--- config.mk ---
export PLATFORM = sky130hd
export DESIGN_NAME = aperture_remap
export DESIGN_NICKNAME = d
export VERILOG_FILES = /design/src/rtl/aperture_remap.sv
export SDC_FILE = /design/constraint.sdc
export NUM_CORES = 1
export LEC_CHECK = 0
export ABC_AREA = 1
export CAP_MARGIN = 0
export CORE_MARGIN = 5
export CORE_UTILIZATION = 45
export DETAILED_ROUTE_END_ITERATION = 16
export DONT_BUFFER_PORTS = 1
export SYNTH_ARGS = -nofsm -noshare
export SYNTH_HDL_FRONTEND = slang
export SYNTH_SLANG_ARGS = --single-unit
--- constraint.sdc ---
create_clock -name clk -period 5.15 [get_ports clk]
set_input_delay 1.03 -clock clk [delete_from_list [all_inputs] [get_ports clk]]
set_output_delay 1.03 -clock clk [all_outputs]
set_load 0.02 [all_outputs]
--- src/rtl/aperture_remap.sv ---
module aperture_remap #(
  parameter logic [31:0] APT_BASE = 32'h5800_0000,
  parameter int          PAGES    = 16
) (
  input  logic        clk,
  input  logic        rst_n,
  input  logic        host_req,
  input  logic        host_we,
  input  logic [3:0]  host_off,
  input  logic [31:0] host_wdata,
  output logic        host_rvalid,
  output logic [31:0] host_rdata,
  input  logic        lk_valid,
  output logic        lk_ready,
  input  logic [31:0] lk_addr,
  output logic        res_valid,
  input  logic        res_ready,
  output logic [31:0] res_addr,
  output logic        res_hit,
  output logic        res_fault
);
  localparam int          PG      = 12;
  localparam int          IDX_W   = (PAGES > 1) ? $clog2(PAGES) : 1;
  localparam logic [31:0] PAGES_W = 32'(PAGES);
  localparam logic [3:0]  OFF_CFG = 4'h0;
  localparam logic [3:0]  OFF_SEL = 4'h4;
  localparam logic [3:0]  OFF_DAT = 4'h8;

  logic             cfg_en;
  logic [31:0]      sel_q;
  logic [31:0]      tbl [PAGES];

  logic [31:0]      sel_rel, lk_rel, lk_ent, rd_mux;
  logic             sel_in, lk_in, lk_hit;
  logic [IDX_W-1:0] sel_idx, lk_idx;
  logic             wr_cfg, wr_sel, wr_dat, rd_req, take;

  assign sel_rel = sel_q - APT_BASE;
  assign sel_in  = (sel_q >= APT_BASE) && ({12'h0, sel_rel[31:PG]} < PAGES_W);
  assign sel_idx = sel_rel[PG +: IDX_W];

  assign lk_rel  = lk_addr - APT_BASE;
  assign lk_in   = (lk_addr >= APT_BASE) && ({12'h0, lk_rel[31:PG]} < PAGES_W);
  assign lk_idx  = lk_rel[PG +: IDX_W];
  assign lk_ent  = lk_in ? tbl[lk_idx] : '0;
  assign lk_hit  = cfg_en && lk_in && lk_ent[31];

  assign wr_cfg  = host_req && host_we && (host_off == OFF_CFG);
  assign wr_sel  = host_req && host_we && (host_off == OFF_SEL);
  assign wr_dat  = host_req && host_we && (host_off == OFF_DAT);
  assign rd_req  = host_req && !host_we;

  assign lk_ready = !res_valid || res_ready;
  assign take     = lk_valid && lk_ready;

  always_comb begin
    case (host_off)
      OFF_CFG: rd_mux = {31'b0, cfg_en};
      OFF_SEL: rd_mux = sel_q;
      OFF_DAT: rd_mux = sel_in ? tbl[sel_idx] : '0;
      default: rd_mux = '0;
    endcase
  end

  always_ff @(posedge clk) begin
    if (!rst_n) begin
      cfg_en <= 1'b0;
      sel_q  <= '0;
    end else begin
      if (wr_cfg) cfg_en <= host_wdata[0];
      if (wr_sel) sel_q  <= host_wdata;
    end
  end

  always_ff @(posedge clk) begin
    if (!rst_n) begin
      for (int i = 0; i < PAGES; i++) tbl[i] <= '0;
    end else if (wr_dat && sel_in) begin
      tbl[sel_idx] <= host_wdata;
    end
  end

  always_ff @(posedge clk) begin
    if (!rst_n) begin
      host_rvalid <= 1'b0;
      host_rdata  <= '0;
    end else begin
      host_rvalid <= rd_req;
      if (rd_req) host_rdata <= rd_mux;
    end
  end

  always_ff @(posedge clk) begin
    if (!rst_n) begin
      res_valid <= 1'b0;
      res_addr  <= '0;
      res_hit   <= 1'b0;
      res_fault <= 1'b0;
    end else if (take) begin
      res_valid <= 1'b1;
      res_hit   <= lk_hit;
      res_fault <= !lk_hit;
      res_addr  <= lk_hit ? {1'b0, lk_ent[30:PG], lk_addr[PG-1:0]} : '0;
    end else if (res_ready) begin
      res_valid <= 1'b0;
    end
  end
endmodule

### After elaboration in Yosys (flattened, before gate mapping)

Memory sizes are Yosys's and may differ from the RTL's.
Cells that the tools add are included.

* memories kept: 1
* flip-flop bits (word level): 101
* RAM bits: 512

* equal/unequal tests: 2
* muxes and demuxes: 13
* $lt $le $gt $ge: 4
* reductions and logical operators: 18
* $add $sub $neg: 2

Memories
* tbl: depth 16, width 32, read ports 2, clocked after memory_dff 0, write ports 16, line 31 `logic [31:0] tbl [PAGES];`

Operator list (count)
* two-way mux 32 bit: 3
* one-hot mux 32 bit (3 select lines): 1
* greater-or-equal comparator 32 x 31 -> 1 bit, second input constant: 2
* subtractor 32 x 31 -> 32 bit, second input constant: 2
* less-than comparator 20 x 5 -> 1 bit, second input constant: 2
* OR reduction 32 bit: 1
* two-way mux 31 bit: 1
* logical AND 1 bit: 11
* two-way mux 1 bit: 7
* equality test 4 x 3 -> 1 bit, second input constant: 1
* equality test 4 bit, second input constant: 1
* logical NOT 4 bit: 1
* two-way mux 4 bit: 1
* logical NOT 1 bit: 3
* nonzero test 2 bit: 1
* logical OR 1 bit: 1

### Longest topological paths before layout

* word-level depth: 9
* mapped depth: 15
* mapped depth without buffers: 12

### Worst setup path after synthesis

OpenSTA, ideal clock, no wires.

* kind: input to register
* start point: input port host_off[1]
* end point: memory tbl[15][0] (enable)
* setup slack: 1869 ps
* cell stages on the path: 10
* data arrival time: 2891 ps
* path buffers: 1
* setup time: 389 ps
* cells stage by stage: nor2_1 > nand2_1 > nor2_1 > nand3_1 > nor2_4 > nand3_4 > nor2_2 > nand2_2 > buf_4 > nand2_1

RTL lines
* start, declared: line 9 `input logic [3:0] host_off,`
* end, declared: line 31

==> flow_summary.toml <==
[run_status]
status = "complete, no violations"

[timing]
maxSlewViolCount = 0
finalSetupViolations = 0
hold_violations = 0
min_period_over_period_pct = 66.4
skew_ns = 0.0259
max_freq_mhz = 292
holdWs_ns = 0.449
rsz0062_at_grt = "no"
worstMarginPinSlew_ns = 1.19
fin_tns_setup_ns = 0
fin_crit_ns = 3.42
relSlewSlack_pct = 20.4

[grt]
grt_pass1_wl_um = 157000
grt_antenna_before_repair = 6
grt_util_all_layers_pct = 26.5
grt_pass1_vias = 25100
grt_overflow = 0
grt_max_degree = 284

[routing]
drt-total-wl_um = 105000
drc = 0
ant_nets = 0
via_per_inst = 5.21
drt_first_pass_iters = 6
vias = 26800
drtIter0Drc = 2798
wire_per_inst_um = 20.4

[worst_hold_path]
min_path_cells = 2
hp-class = "flop to flop"

[setup_path]
critPathKind = "flop to flop"
cp_max_fo = 33
crit_arrival_ns = 3.71
cp.required_ns = 5.44
reg2regPathDepth = 11
start_kind = "flop"
end_kind = "flop"

[yosys]
yosys_register_bits = 612
seq_area_frac_synth_pct = 54.1
post-synth-top-count-cell = "nand2_1"
synth-simple-area-share_pct = 28.7
synthArstFlopShare_pct = 0
avgSynthCellArea_um2 = 7.49
netlist_top_cells_count = "nand2_1 (1,659), nor2_1 (652), edfxtp_1 (512)"
ys_types = 25
yosys.area.top_type_share_pct = 47.9
ys.flop_type = "edfxtp_1"
synth_xor_area_share_pct = 0
ys.warnings.count = 0
yosys.area_share.adder_pct = 0.0779
synth_compound_area_share_pct = 7.35
synth_edf_count = 512
synth_top_family_by_area = "simple AND/OR/NAND/NOR gates"
yosysTopAreaCell = "edfxtp_1"
synthMuxAreaShare_pct = 0
synthTopCellsByArea = "edfxtp_1 (48%), nand2_1 (19%), nor2_1 (7.6%)"
syn_area_um2 = 32100
synth_nets = 4363
postSynthCellCount = 4287

[cells_and_area]
nFillCells = 6952
drive_gt1_share_pct = 4.57
stdcell_count = 5137
nNetsFinal = 4202
area.growth.synth_to_final_pct = 8.31
final_util_pct = 48.9

[clocking]
cts.path.max_buffers = 3
cts-hold-fix-buffers = 0
cts-root-buf = "clkbuf_16"
cts_sinks = 612
cts_buffers = 69
insertion_delay_ns = 0.62
h-tree-depth = 3
clk_pin_slew_ns = 0.06
cts_tree = "yes"
postCtsSetupRepairBufs = 0
cts_resized = 0

[floorplanning]
start_util_pct = 45.2
die_w_um = 277
die_area_um2 = 76800
core_um2 = 71100
fp.dieH_um = 277
io_pins = 143
std_cell_rows = 98

[placement]
placed_cells = 5005
dp_hpwl_um = 60600
gp_congestion = 0.835
io_buffers = 0

[power]
power_density_nw_per_um2 = 319
max-vdd-ir-drop_v = 0.000280
leakage_nw = 15.8

[run]
cap_viol_max_count = 0
## cell families (layout without fill, tap and decap cells)
family,count (synthesis),in the layout
other cells,1,11
buf+inv,797,687
fa+ha+maj,2,2
flops,612,612
compound gates,465,465
simple gates,2410,2410
## metal layers
layer | vias up | global-route usage [%] | routed length, um
li1 | 12900 | - | -
met1 | 12500 | 36.2 | 44200
met2 | 1067 | 42.7 | 47600
met3 | 220 | 4.54 | 8620
met4 | 0 | 10.2 | 4280
met5 | - | 0 | 0
## report_power, final
| group | switching (mW) | internal (mW) |
|---|---|---|
| combinational | 0.592 | 0.179 |
| clock | 2.06 | 2.74 |
| sequential | 0.0535 | 5.49 |
## flip-flops by register name, summed over array words and instances, names as in the netlist, 31 cells and up
name	flops
sel_q	32
host_rdata	32
res_addr	31
tbl	512
## through the flow
step | cell area (um2) | power, mW | worst slack (ns)
floorplan | 32100 | 6.16 | 1.87
global placement | 32600 | 6.40 | 1.32
detailed placement | 32600 | 6.41 | 1.33
CTS | 34800 | 11.2 | 1.80
global route | 34800 | 11.5 | 1.60
finish | 34800 | 11.1 | 1.73
## layout by cell type (no fill, tap or decap), types with 5 or more instances in the layout
| cell type | instances |
|---|---|
| nand3_1 | 82 |
| clkbuf_8 | 5 |
| clkinv_1 | 12 |
| nor2_1 | 645 |
| a21oi_1 | 257 |
| nand2_2 | 29 |
| edfxtp_1 | 512 |
| nor2_4 | 5 |
| o21ai_0 | 194 |
| dfxtp_1 | 98 |
| inv_1 | 507 |
| o21bai_1 | 12 |
| buf_12 | 5 |
| clkinv_2 | 7 |
| clkbuf_16 | 72 |
| buf_4 | 45 |
| diode_2 | 10 |
| nor2_2 | 7 |
| clkbuf_1 | 21 |
| nand2_1 | 1638 |
## worst paths after layout
path                            slack [ns]       from    endpoint
worst max register to register        1.73  sel_q[30]  tbl[15][2]
worst max-delay path                  1.73  sel_q[30]  tbl[15][2]
worst min register to register        0.45   sel_q[0]    sel_q[0]
worst min-delay path                  0.45   sel_q[0]    sel_q[0]
## area by class of cell
cell class | instances | area (um2) | share of cell area, %
timing repair buffer | 50 | 438 | 1.26
clock inverter | 24 | 184 | 0.529
multi-input combinational | 2878 | 11700 | 33.6
inverter | 515 | 1940 | 5.58
sequential | 612 | 17400 | 50.0
clock buffer | 98 | 1950 | 5.60
antenna | 10 | 25.0 | 0.0719
tap | 950 | 1190 | 3.42
## worst max-delay path: stages (launching register included)
cell and delay (ns):
dfxtp_1 0.34, nand2_1 0.17, nand3_1 0.10, nor2_1 0.29
nand3_1 0.18, nor2_4 0.14, nand3_4 0.13, nor2_2 0.24
nand2_2 0.06, buf_4 0.33, nand2_2 0.70, buf_4 0.39
Power figures use the tool's default switching activity.
